### config.mk
export PLATFORM = sky130hd
export DESIGN_NAME = vtg_top
export DESIGN_NICKNAME = d
export VERILOG_FILES = /design/src/rtl/vtg_pkg.sv /design/src/rtl/vtg_regs.sv /design/src/rtl/vtg_axis.sv /design/src/rtl/vtg_out.sv /design/src/rtl/vtg_top.sv
export SDC_FILE = /design/constraint.sdc
export NUM_CORES = 1
export LEC_CHECK = 0
export ABC_CLOCK_PERIOD_IN_PS = 6200
export BUFFER_PORTS_ARGS = -buffer_cell sky130_fd_sc_hd__buf_4
export CORE_ASPECT_RATIO = 1.2
export CORE_MARGIN = 2
export CORE_UTILIZATION = 57
export DETAILED_ROUTE_END_ITERATION = 8
export PLACE_DENSITY = 0.74
export SYNTH_ARGS = -nofsm -noshare
export SYNTH_HDL_FRONTEND = slang
export SYNTH_SLANG_ARGS = --single-unit
export TNS_END_PERCENT = 10
### constraint.sdc
create_clock -name clk -period 6.2 [get_ports clk]
set_input_delay 1.24 -clock clk [delete_from_list [all_inputs] [get_ports clk]]
set_output_delay 1.24 -clock clk [all_outputs]
set_load 0.03 [all_outputs]
### src/rtl/vtg_pkg.sv
package vtg_pkg;
  localparam int unsigned CW    = 16;   // counter and timing field width
  localparam int unsigned DW    = 32;   // register data width
  localparam int unsigned AW    = 3;    // register address width
  localparam int unsigned KW    = 16;   // key width
  localparam int unsigned NPAIR = 6;    // timing pair registers
  localparam int unsigned NAXIS = 2;
  localparam int unsigned PER_AXIS = NPAIR / NAXIS;

  localparam logic [KW-1:0] UNLOCK_KEY = 16'h4758;
  localparam logic [AW-1:0] A_KEY = 3'd0;
  localparam logic [AW-1:0] A_CTL = 3'd7;

  localparam logic [2:0] PM_ON     = 3'd0;
  localparam logic [2:0] PM_BLANK  = 3'd1;
  localparam logic [2:0] PM_NO_V   = 3'd2;
  localparam logic [2:0] PM_NO_H   = 3'd3;

  typedef logic [CW-1:0] cnt_t;

  typedef struct packed {
    cnt_t act;
    cnt_t tot;
    cnt_t bs;
    cnt_t be;
    cnt_t ss;
    cnt_t se;
  } axis_cfg_t;

  // bit 0 run, bit 1 immediate update, bit 2 hpol, bit 3 vpol, bits 6:4 mode
  typedef struct packed {
    logic [2:0] pmode;
    logic       vpol;
    logic       hpol;
    logic       imm;
    logic       run;
  } ctl_t;
endpackage

### src/rtl/vtg_regs.sv
module vtg_regs
  import vtg_pkg::*;
(
  input  logic          clk,
  input  logic          rst_n,
  input  logic          we,
  input  logic [AW-1:0] addr,
  input  logic [DW-1:0] wdata,
  input  logic          frame_wrap,
  output ctl_t          ctl,
  output logic          unlocked,
  output axis_cfg_t     cfg [NAXIS]
);
  logic [DW-1:0] stg_q [NPAIR];
  logic [DW-1:0] wrk_q [NPAIR];
  logic          load;

  // working set follows staged set while stopped, in immediate mode, or at frame end
  assign load = !ctl.run || ctl.imm || frame_wrap;

  always_ff @(posedge clk) begin
    if (!rst_n) begin
      unlocked <= 1'b0;
      ctl      <= '0;
      for (int i = 0; i < NPAIR; i++) begin
        stg_q[i] <= '0;
        wrk_q[i] <= '0;
      end
    end else begin
      if (we && addr == A_KEY)
        unlocked <= (wdata[KW-1:0] == UNLOCK_KEY);
      if (we && unlocked && addr == A_CTL)
        ctl <= ctl_t'(wdata[$bits(ctl_t)-1:0]);
      for (int i = 0; i < NPAIR; i++) begin
        if (we && unlocked && addr == AW'(i + 1))
          stg_q[i] <= wdata;
        if (load)
          wrk_q[i] <= stg_q[i];
      end
    end
  end

  for (genvar a = 0; a < NAXIS; a++) begin : g_axis_map
    localparam int unsigned B = a * PER_AXIS;
    assign cfg[a] = '{
      act: wrk_q[B][CW-1:0],     tot: wrk_q[B][DW-1:CW],
      bs:  wrk_q[B+1][CW-1:0],   be:  wrk_q[B+1][DW-1:CW],
      ss:  wrk_q[B+2][CW-1:0],   se:  wrk_q[B+2][DW-1:CW]
    };
  end
endmodule

### src/rtl/vtg_axis.sv
module vtg_axis
  import vtg_pkg::*;
(
  input  logic      clk,
  input  logic      rst_n,
  input  logic      run,
  input  logic      step,
  input  axis_cfg_t cfg,
  output cnt_t      cnt,
  output logic      wrap,
  output logic      in_act,
  output logic      in_blank,
  output logic      in_sync
);
  assign wrap     = step && (cnt >= cfg.tot);
  assign in_act   = (cnt <= cfg.act);
  assign in_blank = (cnt > cfg.bs) && (cnt <= cfg.be);
  assign in_sync  = (cnt > cfg.ss) && (cnt <= cfg.se);

  always_ff @(posedge clk) begin
    if (!rst_n)
      cnt <= '0;
    else if (!run)
      cnt <= '0;
    else if (step)
      cnt <= wrap ? '0 : cnt + cnt_t'(1);
  end
endmodule

### src/rtl/vtg_out.sv
module vtg_out
  import vtg_pkg::*;
(
  input  ctl_t  ctl,
  input  logic  h_act,
  input  logic  v_act,
  input  logic  h_blk,
  input  logic  v_blk,
  input  logic  h_syn,
  input  logic  v_syn,
  input  cnt_t  h_cnt,
  input  cnt_t  v_cnt,
  output logic  hsync,
  output logic  vsync,
  output logic  blank,
  output logic  active,
  output cnt_t  pix_x,
  output cnt_t  pix_y
);
  logic hs_en, vs_en, vid_en;

  assign hs_en  = (ctl.pmode == PM_ON) || (ctl.pmode == PM_BLANK) || (ctl.pmode == PM_NO_V);
  assign vs_en  = (ctl.pmode == PM_ON) || (ctl.pmode == PM_BLANK) || (ctl.pmode == PM_NO_H);
  assign vid_en = (ctl.pmode == PM_ON);

  always_comb begin
    if (!ctl.run) begin
      hsync  = ~ctl.hpol;
      vsync  = ~ctl.vpol;
      blank  = 1'b0;
      active = 1'b0;
      pix_x  = '0;
      pix_y  = '0;
    end else begin
      hsync  = (h_syn && hs_en) ? ctl.hpol : ~ctl.hpol;
      vsync  = (v_syn && vs_en) ? ctl.vpol : ~ctl.vpol;
      blank  = h_blk || v_blk || !vid_en;
      active = h_act && v_act && vid_en;
      pix_x  = h_cnt;
      pix_y  = v_cnt;
    end
  end
endmodule

### src/rtl/vtg_top.sv
module vtg_top
  import vtg_pkg::*;
(
  input  logic          clk,
  input  logic          rst_n,
  input  logic          reg_we,
  input  logic [AW-1:0] reg_addr,
  input  logic [DW-1:0] reg_wdata,
  output logic          hsync,
  output logic          vsync,
  output logic          blank,
  output logic          active,
  output logic [CW-1:0] pix_x,
  output logic [CW-1:0] pix_y
);
  ctl_t      ctl;
  logic      unlocked;
  axis_cfg_t cfg [NAXIS];
  cnt_t      h_cnt, v_cnt;
  logic      h_wrap, v_wrap, frame_wrap;
  logic      h_act, v_act, h_blk, v_blk, h_syn, v_syn;

  assign frame_wrap = h_wrap && v_wrap;

  vtg_regs u_regs (
    .clk(clk), .rst_n(rst_n), .we(reg_we), .addr(reg_addr), .wdata(reg_wdata),
    .frame_wrap(frame_wrap), .ctl(ctl), .unlocked(unlocked), .cfg(cfg)
  );

  vtg_axis u_h (
    .clk(clk), .rst_n(rst_n), .run(ctl.run), .step(1'b1), .cfg(cfg[0]),
    .cnt(h_cnt), .wrap(h_wrap), .in_act(h_act), .in_blank(h_blk), .in_sync(h_syn)
  );

  vtg_axis u_v (
    .clk(clk), .rst_n(rst_n), .run(ctl.run), .step(h_wrap), .cfg(cfg[1]),
    .cnt(v_cnt), .wrap(v_wrap), .in_act(v_act), .in_blank(v_blk), .in_sync(v_syn)
  );

  vtg_out u_out (
    .ctl(ctl), .h_act(h_act), .v_act(v_act), .h_blk(h_blk), .v_blk(v_blk),
    .h_syn(h_syn), .v_syn(v_syn), .h_cnt(h_cnt), .v_cnt(v_cnt),
    .hsync(hsync), .vsync(vsync), .blank(blank), .active(active),
    .pix_x(pix_x), .pix_y(pix_y)
  );
endmodule

==> key figures, run 1 <==
STA
  – Fmax: between 200 and 250 MHz
  – Tcrit/Tclk final: around 74%
  – Setup TNS: 0 ns
  – Final hold violations: 0
  – Slew @ Worst Pin: about 1.2 ns
  – RSZ-0062 raised after global routing: no
  – Tmin final: 4.60 ns
  – Clock skew: 0.0219 ns
  – Setup Viol. Count Final: 0
  – Fin. max-slew vios: 0
  – Rel. slew slack: between 10% and 20%

Worst setup path
  – Critical Path AT: between 3 and 4 ns
  – Crit-path slowest cell: dfxtp_1
  – Worst-path maximum fanout: 13
  – Crit-path cells: ha_1, a21oi_1, nor2_1, o41ai_1, o211ai_1, a41o_1, a41o_1, buf_4
  – Worst setup SP type: register
  – CP required: a little under 5 ns
  – Critical Path End Type: output port
  – Cell mode on critical path: a41o_1
  – CP peak stage delay: 0.78 ns
  – Worst setup path class: register to output port

Synthesis
  – Most common cell in the synthesized netlist: edfxtp_1
  – EDFF count, synth: ~380
  – Yosys top cell area share: about half
  – Syn_area_per_cell: between 10 and 15 um^2
  – Post-synth top cells: 384 x edfxtp_1, 245 x nand2_1, 227 x and2_1
  – Mapped Cells: between 1500 and 2000
  – Library cells used by synthesis: between 50 and 60
  – Synthesized area: around 23000 um^2
  – Primary FF master, synth: edfxtp_1
  – FF+latch count, synth: between 400 and 500
  – Synth warn: 0
  – Syn Nets: ~2200
  – Area leader, netlist: edfxtp_1
  – Synth top area cells: edfxtp_1 51%, ha_1 11%, a21oi_2 7.0%
  – Post-synth ARST share: 0%
  – Register area share after synthesis: between 50% and 60%

Routing
  – Final ANT Viol Nets: 0
  – DR iter-0 viols: about 1500
  – Via total after detailed routing: about 15000
  – Per-cell routed wire length: roughly 22 um
  – Final wirelength: between 50 and 60 mm
  – DRT Pass-1 Iters: 6
  – Drc violations: 0
  – Via-per-instance ratio: around 5.8

Cells and area
  – Proportion of layout cells with a drive suffix above 1: 17.0%
  – Final core occ: 64.1%
  – Nets: between 2000 and 2500
  – Fillers: roughly 3000
  – Layout area overhead: 10.5%
  – Final cell count without fillers: 2593

Die
  – DIE AREA: about 40000 um^2
  – Initial Util: 58.0%
  – Row cnt: 79
  – Ports: 74
  – Die Span X: ~190 um
  – Core area: 38800 um^2
  – DIE HEIGHT: between 200 and 250 um

Place
  – Dpl hpwl: between 30 and 40 mm
  – Gpl congestion: ~0.94
  – Post-placement cell count: about 2500
  – Port bufs: between 70 and 80

Clocking
  – Clock slew at reported path FFs: 0.06 ns
  – CTS tree: built
  – CTS Sinks: roughly 420
  – Post-CTS setup repair buffer count: 0
  – Hold_buf cts: 0
  – CTS root buf: clkbuf_16
  – Worst skew pair latency: around 0.56 ns
  – Clk buf depth: 3
  – PostCTS Resize Cnt: 0
  – CTS H-tree lvls: 2
  – Cts bufs inserted: 44

Global routing
  – First-pass GRT wire length: between 80 and 90 mm
  – Vias in the first global route: ~15000
  – GRT Total Usage: 28.3%
  – Initial antenna violation count: 2
  – Pin count of the biggest net entering global routing: roughly 130
  – Total grt overflow: 0

Power
  – Power per Cell Area: ~240 nW/um^2
  – Max VDD drop: ~0.18 mV
  – Power consumption: ~6000 uW
  – Pleak: just under 0.01 uW

Run
  – Max-capacitance violation count: 0

Outcome
  – Outcome: finished clean

Min path
  – Min-Delay Path Class: register to register
## per-stage QoR
| stage | area [um^2] | setup slack (ns) | hold slack (ns) |
|---|---|---|---|
| after floorplan | 22500 | 1.81 | 0.448 |
| after global placement | 23600 | 1.71 | 0.472 |
| after detailed placement | 23600 | 1.65 | 0.478 |
| after CTS | 24900 | 1.62 | 0.491 |
| after global routing | 24900 | 1.34 | 0.511 |
| final | 24900 | 1.60 | 0.494 |
## where the power goes
group          switching (uW)  internal, uW  leakage (uW)
Combinational             207          94.8       0.00470
Sequential               26.7          3190       0.00458
Clock                    1070          1420      0.000647
## final timing paths
| path | to | startpoint | slack [ns] | cells past startpoint |
|---|---|---|---|---|
| worst max-delay path | blank | u_v.cnt[3] | 1.60 | 8 |
| worst min register to register | u_h.cnt[0] | u_h.cnt[0] | 0.49 | 1 |
| worst max register to register | u_regs.wrk_q[0][82] | u_h.cnt[1] | 1.62 | 9 |
| worst min-delay path | u_h.cnt[0] | u_h.cnt[0] | 0.49 | 1 |
## registers in the layout (all words and copies together) (netlist names)
register,cells
u_regs.stg_q,192
u_regs.unlocked,1
u_regs.wrk_q,192
u_h.cnt,16
u_regs.ctl,7
u_v.cnt,16
## worst max-delay path, delay by kind of cell (launching register included)
family	cells	cell delay, ns
buf+inv	1	0.17
simple gates	1	0.06
fa+ha+maj	1	0.38
compound gates	5	1.42
flops	1	0.78
## kinds of logic (layout without fill, tap and decap cells)
logic type                 after synthesis  count (layout)  share of synthesized area (%)
muxes                                    7               7                          0.311
buffers and inverters                  286             366                           5.45
DFF                                    424             424                           54.7
AOI/OAI and AO/OA                      377             377                           12.5
other                                    0               3                              0
and+or+nand+nor                        671             671                           15.3
adders and majority gates              194             194                           10.8
xor gates and xnor gates                25              25                          0.972
## final cells by class
class	instances	area, um^2	area share [%]
inverter	192	721	2.90
clock inverter	18	149	0.598
tap	526	658	2.64
multi-input combinational	1274	9040	36.3
timing repair buffer	96	800	3.21
sequential	424	12300	49.5
antenna	3	7.51	0.0302
clock buffer	60	1180	4.75
## layout by cell type (no fill, tap or decap), drive strengths merged, types with 3 or more instances in the layout
cell type / n
a21oi: 271
o211ai: 15
nand2b: 5
o21ai: 28
nor2: 49
and4: 4
and3: 12
clkinv: 14
xnor2: 15
a21o: 16
a211oi: 11
edfxtp: 384
xor2: 10
o31ai: 4
nor2b: 23
nor4: 5
ha: 194
a2111oi: 6
or3: 4
buf: 96
dfxtp: 40
diode: 3
nand4: 41
and2: 227
nor3: 16
clkbuf: 60
a221oi: 4
nand2: 245
nand3: 31
inv: 193
mux2i: 7
a211o: 4
## routing by layer
layer,track usage (%),part of all wire [%],vias to the layer above
li1,-,-,7054
met1,40.8,43,7345
met2,44.1,46,611
met3,3.60,6.8,113
met4,10.3,3.8,2
met5,0,0.030,-
No activity file was read; power rests on OpenSTA's default activity.
==> run 2, diff against run 1 <==
--- a/config.mk
+++ b/config.mk
@@ -5,7 +5,7 @@
 export SDC_FILE = /design/constraint.sdc
 export NUM_CORES = 1
 export LEC_CHECK = 0
-export ABC_CLOCK_PERIOD_IN_PS = 6200
+export ABC_CLOCK_PERIOD_IN_PS = 3800
 export BUFFER_PORTS_ARGS = -buffer_cell sky130_fd_sc_hd__buf_4
 export CORE_ASPECT_RATIO = 1.2
 export CORE_MARGIN = 2
==> constraint.sdc (replaced) <==
create_clock -name clk -period 3.8 [get_ports clk]
set_input_delay 0.76 -clock clk [delete_from_list [all_inputs] [get_ports clk]]
set_output_delay 0.76 -clock clk [all_outputs]
set_load 0.03 [all_outputs]
==> run 2 against run 1 <==
Compared with the run above: sequential power rose by 63%; combinational power increased by 64%; power grew 64%; wire length is 1.4% lower; setup slack lost 1.5 ns; cell count increased by 1.2%; sequential share of layout area fell by 0.61 points; count of clock-buffer cells in the layout grew 4.
==> key figures, run 2 (same netlist as run 1, synthesis figures left out) <==
Outcome
  – Outcome: finished clean

Routing
  – Via-per-instance ratio: between 5 and 6
  – Via total after detailed routing: 15032
  – DRT Pass-1 Iters: 5
  – Final wirelength: 56.2 mm
  – Per-cell routed wire length: roughly 21 um
  – Drc violations: 0
  – DR iter-0 viols: roughly 1200
  – Final ANT Viol Nets: 0

Worst setup path
  – Reg2reg path depth: 9
  – Worst Setup SP: u_h.cnt[2]
  – Worst setup path class: register to output port
  – Crit-path cells: buf_4, ha_1, nand2_1, o21ai_0, a211o_1, o21ai_0, a41o_1, buf_4
  – Flop2flop setup slack: a little over 0.4 ns
  – Reg-to-Reg End: u_regs.wrk_q[0][80]
  – Reg2reg start: u_v.cnt[0]
  – Cell family with most CP delay: compound AO/OA/AOI/OAI gates
  – CP peak stage delay: approximately 0.56 ns
  – CP required: around 3.0 ns
  – Critical Path End Type: output port
  – Worst path bufs/invs: 2
  – Critical Path AT: approximately 2.9 ns
  – Worst-path maximum fanout: 6
  – Crit-path slowest cell: dfxtp_1
  – Worst setup SP type: register

Clocking
  – Clock slew at reported path FFs: 0.06 ns
  – Hold_buf cts: 0
  – Cts bufs inserted: between 40 and 50
  – CTS tree: built
  – CTS Sinks: 424
  – Worst skew pair latency: ~0.56 ns
  – CTS H-tree lvls: 2
  – CTS root buf: clkbuf_16
  – Clk buf depth: 3

Min path
  – Worst Hold Depth: 1
  – WHS Endpoint: u_h.cnt[0]
  – Hold path start: u_h.cnt[0]
  – Min-Delay Path Class: register to register

Die
  – Die Span X: 185 um
  – Ports: between 70 and 80
  – Initial Util: about 58%
  – DIE AREA: about 41000 um^2
  – DIE HEIGHT: ~220 um
  – Core area: between 30000 and 40000 um^2
  – Row cnt: 79

Cells and area
  – Commonest non-fill, non-tap cell in the layout: edfxtp_1
  – Fillers: approximately 3000
  – Proportion of layout cells with a drive suffix above 1: 19.9%
  – Area of the multi-input gates: between 9000 and 10000 um^2
  – Layout area overhead: 12.2%
  – Antenna fix cells: 0
  – Commonest non-fill, non-tap cells in the layout: 384 x edfxtp_1, 245 x nand2_1, 227 x and2_1
  – Nets: ~2300
  – FF+latch area: 12400 um^2
  – Top Registers: u_regs.stg_q (192), u_regs.wrk_q (192)

Global routing
  – Grt met1 use: a little under 40%
  – Initial antenna violation count: 0
  – Global route hottest layer: met2
  – Total grt overflow: 0
  – First-pass GRT wire length: ~87 mm
  – Pin count of the biggest net entering global routing: 80
  – Vias in the first global route: around 15000
  – GRT Total Usage: ~28%
  – Grt met3 use: under 10%
  – Grt met2 use: between 40 and 50%

STA
  – Tmin final: between 3 and 4 ns
  – Fin. max-slew vios: 0
  – Setup Viol. Count Final: 0
  – Rel. slew slack: 35.2%
  – RSZ-0062 raised after global routing: no
  – Final hold violations: 0
  – Worst hold margin: just over 0.5 ns
  – Setup TNS: 0 ns
  – Slew @ Worst Pin: ~0.97 ns
  – Fmax: 270 MHz
  – Tcrit/Tclk final: just under 100%
  – Clock skew: 0.0171 ns

Power
  – Power per Cell Area: slightly below 400 nW/um^2
  – Max VDD drop: just under 0.3 mV
  – Pleak: between 0.01 and 0.015 uW

Place
  – Gpl congestion: 0.999
  – Port bufs: 73
  – Dpl hpwl: 39.4 mm

Run
  – Max-capacitance violation count: 0
==> run 2: changes by cell type in the layout (fill, tap and decap cells not counted), moves of 3 or more <==
cell,before,now
dfxtp_1,40,17
clkbuf_8,2,5
buf_12,6,9
diode_2,3,0
buf_4,89,117
dfxtp_2,0,21
==> run 2: per-stage QoR <==
step	power (uW)	area, um^2	std cells	worst slack, ns	util, %
after global placement	5820	23800	2543	0.318	61.3
after floorplan	5620	22500	1984	0.0143	-
after detailed placement	5830	23800	2543	0.309	61.3
after CTS	9890	25200	2624	0.00624	65.0
final	9830	25300	2624	0.0982	65.0
after global routing	10100	25300	2624	0.00324	65.0
==> run 2: repair_timing <==
action | in CTS | in global routing
resized for setup | 20 | 15
endpoints found under the hold margin | 0 | 0
endpoints found under the setup margin | 3 | 4
pin swaps | 0 | 1
setup buffers | 0 | 0
==> run 2: final cells by class <==
type,instances,share of cell area (%)
inverter,192,2.85
multi-input combinational,1274,36.0
timing repair buffer,127,4.23
sequential,424,48.9
clock buffer,64,5.02
clock inverter,17,0.401
tap,526,2.60
==> run 2: routing by layer <==
layer | vias up | share of wire (%)
li1 | 7127 | -
met1 | 7281 | 43
met2 | 518 | 47
met3 | 106 | 6.4
met4 | 0 | 3.6
met5 | - | 0
==> run 2: how the worst max path moves through the flow <==
stage                                 to  slack (ns)  cells after the start
finish                             blank         0.1                      8
global route                       vsync       0.003                     10
CTS                                hsync       0.006                      8
detailed placement                 vsync        0.31                      9
global placement                   vsync        0.32                      9
floorplan           u_regs.stg_q[0][100]        0.01                      2
==> run 2: power breakdown <==
group | switching, uW | leakage (uW) | internal [uW]
combinational | 339 | 0.00488 | 157
sequential | 44.0 | 0.00459 | 5200
clock | 1770 | 0.000665 | 2320
